`config.mk`:
```
export PLATFORM = sky130hd
export DESIGN_NAME = useq_next_addr
export DESIGN_NICKNAME = d
export VERILOG_FILES = /design/src/rtl/useq_pkg.sv /design/src/rtl/useq_decode.sv /design/src/rtl/useq_link_file.sv /design/src/rtl/useq_addr_mux.sv /design/src/rtl/useq_next_addr.sv
export SDC_FILE = /design/constraint.sdc
export NUM_CORES = 1
export LEC_CHECK = 0
export ABC_CLOCK_PERIOD_IN_PS = 4700
export BUFFER_PORTS_ARGS = -buffer_cell sky130_fd_sc_hd__buf_2
export CAP_MARGIN = 20
export CORE_UTILIZATION = 40
export CTS_CLUSTER_DIAMETER = 40
export CTS_CLUSTER_SIZE = 24
export DETAILED_ROUTE_END_ITERATION = 8
export GPL_TIMING_DRIVEN = 0
export PLACE_DENSITY = 0.62
export SKIP_LAST_GASP = 1
export SLEW_MARGIN = 20
export SYNTH_ARGS = -nofsm -noshare
export SYNTH_HDL_FRONTEND = slang
export SYNTH_SLANG_ARGS = --single-unit
```
`constraint.sdc`:
```
create_clock -name clk -period 4.7 [get_ports clk]
set_input_delay 1.175 -clock clk [delete_from_list [all_inputs] [get_ports clk]]
set_output_delay 1.175 -clock clk [all_outputs]
set_load 0.05 [all_outputs]
```
`src/rtl/useq_pkg.sv`:
```
package useq_pkg;

  localparam int unsigned INPAGE_W = 6;
  localparam int unsigned NCTL_W   = 8;
  localparam int unsigned NCOND    = 8;

  typedef enum logic [1:0] {
    KIND_GOTO    = 2'b00,
    KIND_CALL    = 2'b01,
    KIND_BRANCH  = 2'b10,
    KIND_SPECIAL = 2'b11
  } kind_e;

  typedef enum logic [2:0] {
    SP_RETURN    = 3'd0,
    SP_IFU       = 3'd1,
    SP_DISP8     = 3'd2,
    SP_DISP256   = 3'd3,
    SP_FAR_JUMP  = 3'd4,
    SP_FAR_CALL  = 3'd5,
    SP_LINK_JUMP = 3'd6,
    SP_SELF      = 3'd7
  } special_e;

  typedef enum logic [2:0] {
    SRC_INPAGE,
    SRC_BRANCH,
    SRC_LINK,
    SRC_IFU,
    SRC_DISP8,
    SRC_DISP256,
    SRC_FAR,
    SRC_SELF
  } src_e;

  typedef struct packed {
    src_e src;
    logic link_from_pc;
  } seq_ctl_t;

endpackage

```
`src/rtl/useq_decode.sv`:
```
module useq_decode
  import useq_pkg::*;
(
  input  logic [1:0] kind_bits,
  input  logic [2:0] op_bits,
  input  logic       hold,
  output seq_ctl_t   ctl
);

  always_comb begin
    ctl.src          = SRC_SELF;
    ctl.link_from_pc = 1'b0;
    if (!hold) begin
      unique case (kind_e'(kind_bits))
        KIND_GOTO:   ctl.src = SRC_INPAGE;
        KIND_CALL: begin
          ctl.src          = SRC_INPAGE;
          ctl.link_from_pc = 1'b1;
        end
        KIND_BRANCH: ctl.src = SRC_BRANCH;
        KIND_SPECIAL: begin
          unique case (special_e'(op_bits))
            SP_RETURN: begin
              ctl.src          = SRC_LINK;
              ctl.link_from_pc = 1'b1;
            end
            SP_IFU:       ctl.src = SRC_IFU;
            SP_DISP8:     ctl.src = SRC_DISP8;
            SP_DISP256:   ctl.src = SRC_DISP256;
            SP_FAR_JUMP:  ctl.src = SRC_FAR;
            SP_FAR_CALL: begin
              ctl.src          = SRC_FAR;
              ctl.link_from_pc = 1'b1;
            end
            SP_LINK_JUMP: ctl.src = SRC_LINK;
            SP_SELF:      ctl.src = SRC_SELF;
            default:      ctl.src = SRC_SELF;
          endcase
        end
        default: ctl.src = SRC_SELF;
      endcase
    end
  end

endmodule

```
`src/rtl/useq_link_file.sv`:
```
module useq_link_file #(
  parameter int unsigned AW    = 12,
  parameter int unsigned NTASK = 16,
  localparam int unsigned TW   = $clog2(NTASK)
) (
  input  logic          clk,
  input  logic          rst_n,
  input  logic [TW-1:0] sel_task,
  input  logic          wr_pc,
  input  logic          wr_bus,
  input  logic [AW-1:0] pc_inc,
  input  logic [AW-1:0] bus_val,
  output logic [AW-1:0] link_rd
);

  logic [AW-1:0] link_q [NTASK];
  logic [AW-1:0] wr_val;

  always_comb begin
    wr_val = wr_pc ? pc_inc : bus_val;
  end

  for (genvar t = 0; t < NTASK; t++) begin : g_task
    logic en_t;
    always_comb begin
      en_t = (wr_pc | wr_bus) && (sel_task == TW'(t));
    end
    always_ff @(posedge clk or negedge rst_n) begin
      if (!rst_n) begin
        link_q[t] <= '0;
      end else if (en_t) begin
        link_q[t] <= wr_val;
      end
    end
  end

  always_comb begin
    link_rd = link_q[sel_task];
  end

endmodule

```
`src/rtl/useq_addr_mux.sv`:
```
module useq_addr_mux
  import useq_pkg::*;
#(
  parameter int unsigned AW = 12,
  localparam int unsigned PGW = AW - INPAGE_W
) (
  input  seq_ctl_t         ctl,
  input  logic [AW-1:0]    cur_pc,
  input  logic [7:0]       nctl,
  input  logic [NCOND-1:0] cond_vec,
  input  logic [PGW-1:0]   far_page,
  input  logic [AW-1:0]    bus_val,
  input  logic [AW-1:0]    ifu_addr,
  input  logic [AW-1:0]    link_rd,
  output logic [AW-1:0]    nxt_pc
);

  logic [PGW-1:0] page;
  logic           late_bit;

  always_comb begin
    page     = cur_pc[AW-1:INPAGE_W];
    late_bit = cond_vec[nctl[5:3]];
    unique case (ctl.src)
      SRC_INPAGE:  nxt_pc = {page, nctl[INPAGE_W-1:0]};
      SRC_BRANCH:  nxt_pc = {page, nctl[2:0], 2'b00, late_bit};
      SRC_LINK:    nxt_pc = link_rd;
      SRC_IFU:     nxt_pc = ifu_addr;
      SRC_DISP8:   nxt_pc = {page, 3'b111, bus_val[2:0]};
      SRC_DISP256: nxt_pc = {cur_pc[AW-1:8], bus_val[7:0]};
      SRC_FAR:     nxt_pc = {far_page, {INPAGE_W{1'b0}}};
      default:     nxt_pc = cur_pc;
    endcase
  end

endmodule

```
`src/rtl/useq_next_addr.sv`:
```
module useq_next_addr
  import useq_pkg::*;
#(
  parameter int unsigned AW    = 12,
  parameter int unsigned NTASK = 16,
  localparam int unsigned TW   = $clog2(NTASK),
  localparam int unsigned PGW  = AW - INPAGE_W
) (
  input  logic             clk,
  input  logic             rst_n,
  input  logic [TW-1:0]    task_id,
  input  logic [AW-1:0]    cur_pc,
  input  logic [7:0]       nctl,
  input  logic [NCOND-1:0] cond_vec,
  input  logic [PGW-1:0]   far_page,
  input  logic [AW-1:0]    bus_val,
  input  logic [AW-1:0]    ifu_addr,
  input  logic             hold,
  input  logic             link_we,
  output logic [AW-1:0]    nxt_pc
);

  seq_ctl_t      ctl;
  logic [AW-1:0] link_rd;
  logic [AW-1:0] pc_inc;
  logic          wr_bus;

  always_comb begin
    pc_inc = cur_pc + AW'(1);
    wr_bus = link_we & ~hold & ~ctl.link_from_pc;
  end

  useq_decode i_decode (
    .kind_bits (nctl[7:6]),
    .op_bits   (nctl[2:0]),
    .hold      (hold),
    .ctl       (ctl)
  );

  useq_link_file #(.AW(AW), .NTASK(NTASK)) i_links (
    .clk      (clk),
    .rst_n    (rst_n),
    .sel_task (task_id),
    .wr_pc    (ctl.link_from_pc),
    .wr_bus   (wr_bus),
    .pc_inc   (pc_inc),
    .bus_val  (bus_val),
    .link_rd  (link_rd)
  );

  useq_addr_mux #(.AW(AW)) i_mux (
    .ctl      (ctl),
    .cur_pc   (cur_pc),
    .nctl     (nctl),
    .cond_vec (cond_vec),
    .far_page (far_page),
    .bus_val  (bus_val),
    .ifu_addr (ifu_addr),
    .link_rd  (link_rd),
    .nxt_pc   (nxt_pc)
  );

endmodule

```
* Word-level counts from Yosys, hierarchy flattened
Index checks and enable logic that the tools add are counted. W data, S select, Z words.
Operators by class: add/subtract/negate cells 1, order comparisons 2, equality and inequality tests 31, muxes and demuxes 12, bitwise logic cells 6, reductions and logical operators 24
Operators with widths (count):
- $pmux W12 S7 | 1
- $bmux W12 S4 | 1
- $mux W12 | 3
- $eq A4 B4 Y1 const B | 8
- $eq A3 B3 Y1 const B | 7
- $pmux W3 S6 | 1
- $eq A4 B3 Y1 const B | 4
- $logic_and A1 B1 Y1 | 16
- $add A12 B1 Y12 const B | 1
- $eq A3 B2 Y1 const B | 4
- $pmux W3 S3 | 1
- $eq A4 B2 Y1 const B | 2
- $reduce_or A2 Y1 | 4
- $eq A3 B1 Y1 const B | 2
- $logic_not A3 Y1 | 2
- $ge A5 B5 Y1 const B | 1
- $not A4 Y5 | 1
- $eq A2 B2 Y1 const B | 2
- $eq A4 B1 Y1 const B | 1
- $logic_not A4 Y1 | 1
- $lt A3 B4 Y1 const B | 1
- $mux W4 | 1
- $bmux W1 S3 | 1
- $and A1 B1 Y1 | 2
- other kinds (6) | 8
Word-level totals: flip-flop bits (word level) 192, input port bits 66, output and inout bits 12, logic and storage cells 92

* Longest topological paths before layout
depth in word-level cells 9, depth in mapped cells 8, depth with buffers taken out 6

* Modules after synthesis
From an unflattened synthesis, not the netlist that was laid out.
Second synthesis, totals: cells, all modules 691, area total of the unflattened synthesis 10339.9 um^2
Modules (own cells, without submodules):
- useq_link_file | instances 1, cells an instance 557, area an instance 9447.8 um^2, seq. area each 4804.6 um^2
- useq_addr_mux | instances 1, cells an instance 90, area an instance 608.1 um^2, seq. area each 0.0 um^2
- useq_next_addr | instances 1, cells an instance 30, area an instance 206.4 um^2, seq. area each 0.0 um^2
- useq_decode | instances 1, cells an instance 14, area an instance 77.6 um^2, seq. area each 0.0 um^2

* Least setup slack after synthesis
Ideal clock, no wire load.
path kind input to output, from input hold, to output nxt_pc[2], arrival time 3.279 ns, required time 3.525 ns, slack 0.246 ns, stages on the path 5, path buffers 1, path through buf_6 nand3b_1 nor4_1 a21oi_1 a31oi_1
Between the ends: longest elaborated chain between the ends 3, elaborated cells on any way between the ends 9, those cells by class 6 x eq/ne; 2 x mux; 1 x reduce/logical
Ends and longest elaborated chain:
- start, declared | line useq_next_addr.sv:18 | input logic hold,
- $mux W4 (*) | line useq_decode.sv:13 | if (!hold) begin
- $eq A3 B3 Y1, or another cell as far along | line useq_addr_mux.sv:24 | unique case (ctl.src)
- $pmux W12 S7 (*) | line useq_addr_mux.sv:24
- end, declared | line useq_next_addr.sv:20 | output logic [AW-1:0] nxt_pc
Mark *: on every way between the ends. The rest lies on a longest branch, timed or not.

* Worst setup path in the final report
from input nctl[7], to output nxt_pc[4]
Between the ends: longest elaborated chain between the ends 6, elaborated cells on any way between the ends 15, those cells by class 9 x eq/ne; 3 x mux; 3 x reduce/logical
Ends and longest elaborated chain:
- start, declared | line useq_next_addr.sv:13 | input logic [7:0] nctl,
- $eq A2 B1 Y1 / $logic_not A2 Y1 (equally long branches) | line useq_decode.sv:14 | unique case (kind_e'(kind_bits))
- $reduce_or A2 Y1 (no source line)
- $pmux W3 S3 (*) | line useq_decode.sv:14
- $mux W4 (*) | line useq_decode.sv:13
- $eq A3 B3 Y1, or another cell as far along | line useq_addr_mux.sv:24
- $pmux W12 S7 (*) | line useq_addr_mux.sv:24
Marks and branches as above.

==> summary by stage <==
Hold path
The type of the tightest min-delay check is reg -> reg.

Final layout
The register with the most flip-flops in the layout has ~190 of them. The sequential cells in the finished layout cover a total of between 4000 and 5000 um2. The count of fill cells added during filler insertion is about 2,100.

The area added between synthesis and finish is 14.63%. In the final design database the tool counted 873 nets. The area of all placed cells without fillers is between 10,000 and 15,000 um2. The antenna diode count is 0. In the final layout, the registers with the most flip-flops are i_links.link_q: 192 flops. Cells with a size suffix above 1 make up 48.72% of the layout. In the final layout, the multi-input gates occupy 4730 um2. More flip-flops sit in one register than any other, and that register is i_links.link_q.

Timing
The minimum setup slack in the final design is 0.1106 ns. The transition time at the pin with the least slew margin is ~1.0 ns. Setup repair after global routing could not meet its margin everywhere. The number of setup violations in the final report is 0. Dividing the final minimum period by the clock period gives a little over nine tenths. Headroom to the max-slew limit came out at about 30%. The count of final hold-check violations came to 0. The fmax is 0.2179 GHz. The final setup skew is 0 ns. The final count of pins violating max slew is 0. Hold timing on the final database bottoms out at a slack of between 0.4 and 0.5 ns.

The clock period minus worst slack is approximately 4.6 ns.

Logic synthesis
The net count after synthesis is approximately 800. In the synthesized netlist the dominant register cell turns out to be dfrtp_1. The number of synthesized flops with an enable pin is 0.

After synthesis, the share of flip-flops with an asynchronous set or reset is 100.0%. The average instance in the mapped netlist occupies 13.76 um2. The synthesis-stage register bit count is about 190. The area share of the largest cell type after synthesis is approximately 50%. The sequential fraction of the synthesis area is roughly half. The number of instances in the synthesized netlist is around 710. The cell area after synthesis is 9801 um2.

The biggest area consumer among synthesized cells is dfrtp_1. Yosys mapped the design onto 48 distinct sky130hd cell types. By area the synthesized netlist is led by dfrtp_1 49%, mux2_2 23%, mux4_2 10%. The number of warning messages in the yosys log is 0.

GRT
The initial antenna violation count is 0. Entering global routing, the biggest net connects 98 pins. Summed over all layers, the global routing overflow is 0. Global routing used approximately 22% of the available tracks. The first-pass GRT wire length is just under 40,000 um. The via count of the first global-routing pass is between 6,000 and 7,000.

Placed design
The half-perimeter wire length after detailed placement is ~18,000 um. Before CTS, the worst setup slack after placement is -0.1548 ns. The weighted congestion at the end of routability-driven global placement is slightly below 0.9. The area after detailed placement is around 11,000 um2. The count of input and output buffers is 73.

Clock tree
Counting along the longest clock path gives a buffer depth of 2. Once the clock tree was built, the resizer swapped 5 gates to a different size. After clock tree synthesis, the clock-pin slew on the worst setup and hold paths is ~0.070 ns.

The H-tree generated during clock tree synthesis spans 4 levels. The tree built by TritonCTS fans out to 192 sinks. The later pin in the worst-skew pair is clocked with a latency of 0.43 ns. Buffers inserted to repair hold after CTS numbered 0. The number of setup buffers added after CTS is 0. The cell sitting at the root of the clock tree is a clkbuf_16. The number of buffers created by CTS is 17. TritonCTS built the clock tree.

Power and ir drop
The total chip power is 4.701 mW. The leakage power is roughly 4.9 nW. In this run, the clock network consumes between 20 and 30% of the power.

The power density over the cells is roughly 420 nW/um2. The internal portion of the total power is between 3 and 4 mW. The register share of total power is between 40% and 50%. Of the total power, combinational logic draws between 20 and 25%. In this run switching power makes up about 27% of total power. The net switching power is 1.277 mW. The worst-case IR drop observed on VDD is ~230 uV.

Setup path
The capturing element type of the critical path is a primary output. The worst endpoint required time is approximately 3.5 ns. The element type at the critical path start is an input pin. Setup slack on the worst reg-to-reg path comes out at slightly below 4 ns. The critical path data arrival time is approximately 3.4 ns. The critical path is of the in -> out type. The critical-path maximum fanout is 10.

Drt
The number of nets still failing antenna checks after routing is 0. The via count is between 6,000 and 7,000. After detailed routing, the number of remaining DRC violations is 0. The first detailed-routing pass took 5 iterations. The mean routed wirelength per cell is roughly 23 um.

After the first detailed-routing iteration, the DRC count stood at 450. The total wire length after detailed routing is approximately 26,000 um. The detailed-route vias per instance is 5.746.

Floorplanning
The core region is approximately 24,000 um2. The die height is 158.5 um. The floorplan step set the die width to around 160 um. The number of top-level pins is 78. Row generation in the floorplan step produced 56 rows. The initial utilization of the core area, before any placement, comes to 41.26%. The die covers between 20,000 and 30,000 um2.

Run
Across the run, the number of max-cap violations was 0.

Run status
The run finished with clean final reports.
critical path, stage by stage:
cell and delay (ns):
buf_2 0.09, buf_2 0.19, nand3b_1 0.38, nor3_1 0.78, a22oi_1 0.14, o21ai_0 0.20
o32a_1 0.18, buf_2 0.27
metal layers:
| metal | global-route usage [%] | up-vias | routed length, um |
|---|---|---|---|
| met4 | 5.632 | 0 | 320 |
| met5 | 0 | - | 0 |
| li1 | - | 2874 | - |
| met3 | 3.538 | 23 | 1318 |
| met2 | 34.80 | 218 | 12010 |
| met1 | 29.99 | 3424 | 12000 |
synthesized netlist by cell type (2+ instances only):
| cell | n |
|---|---|
| buf_2 | 25 |
| nand3_1 | 17 |
| o211a_1 | 4 |
| and3_1 | 2 |
| nor4b_4 | 2 |
| a31o_2 | 2 |
| nor4_1 | 3 |
| mux2_2 | 201 |
| a221oi_1 | 2 |
| a222oi_1 | 5 |
| and2_1 | 4 |
| dfrtp_1 | 192 |
| o21ai_1 | 3 |
| a31oi_1 | 6 |
| nand3b_1 | 2 |
| nand2_1 | 31 |
| buf_6 | 3 |
| nor2b_1 | 6 |
| mux2i_1 | 17 |
| clkbuf_1 | 16 |
| o21ai_0 | 11 |
| a21o_1 | 4 |
| xnor2_1 | 9 |
| a21oi_1 | 19 |
| mux4_2 | 45 |
| buf_1 | 3 |
| nor3b_1 | 3 |
| nor2_1 | 16 |
| nor3_1 | 7 |
| a211oi_1 | 3 |
| a22oi_1 | 18 |
| nand4_1 | 4 |
| nor2_2 | 2 |
| inv_1 | 8 |
| buf_4 | 4 |
cell usage in the layout (no fill, tap or decap), drive strengths merged, types with 3 or more instances in the layout:
cell,count
a211oi,3
a21o,4
a21oi,20
a222oi,5
a22oi,18
a31oi,6
and2,4
buf,107
clkbuf,39
clkinv,6
dfrtp,192
inv,10
mux2,202
mux2i,17
mux4,45
nand2,31
nand3,17
nand4,4
nor2,18
nor2b,6
nor3,7
nor3b,3
nor4,4
o211a,4
o21ai,14
xnor2,10
stage by stage:
| stage | TNS (ns) | cells | util [%] |
|---|---|---|---|
| after floorplan | 0 | 712 | - |
| after global placement | -157.47 | 1104 | 44.48 |
| after detailed placement | -0.5083 | 1106 | 44.75 |
| after CTS | 0 | 1138 | 47.22 |
| after global routing | -0.1562 | 1138 | 47.30 |
| final | 0 | 1138 | 47.30 |
power by group through the flow:
| stage | logic [mW] | clock network (mW) | registers [mW] |
|---|---|---|---|
| final | 1.03 | 1.40 | 2.27 |
| after global routing | 1.11 | 1.49 | 2.32 |
| after CTS | 1.03 | 1.43 | 2.26 |
| after global placement | 1.00 | 0 | 2.28 |
| after detailed placement | 1.03 | 0 | 2.29 |
| after floorplan | 0.775 | 0 | 2.22 |
area by class of cell:
type                            instances  share of cell area, %
Inverter                                8                 0.2673
Timing Repair Buffer                   75                  3.831
Multi-Input combinational cell        461                  42.10
Buffer                                 51                  2.439
Clock buffer                           21                  4.098
Clock inverter                         11                 0.9467
Sequential cell                       192                  42.77
Tap cell                              319                  3.553
worst paths after layout:
check,start,cells past startpoint,endpoint
max in group asynchronous,rst_n,3,i_links.link_q[22]
worst min register to register,i_links.link_q[16],1,i_links.link_q[16]
worst min-delay path,i_links.link_q[16],1,i_links.link_q[16]
min in group asynchronous,rst_n,2,i_links.link_q[133]
worst max register to register,i_links.link_q[39],1,i_links.link_q[39]
worst max-delay path,nctl[7],8,nxt_pc[4]
logic make-up after synthesis:
group | count (synthesis) | synth area share (%)
AOI/OAI and AO/OA | 82 | 5.911
xor gates and xnor gates | 11 | 1.060
buffers and inverters | 59 | 2.962
muxes | 264 | 35.29
adders and majority gates | 1 | 0.1276
and+or+nand+nor | 103 | 5.630
DFF | 192 | 49.02
(Power assumes the default switching activity.)
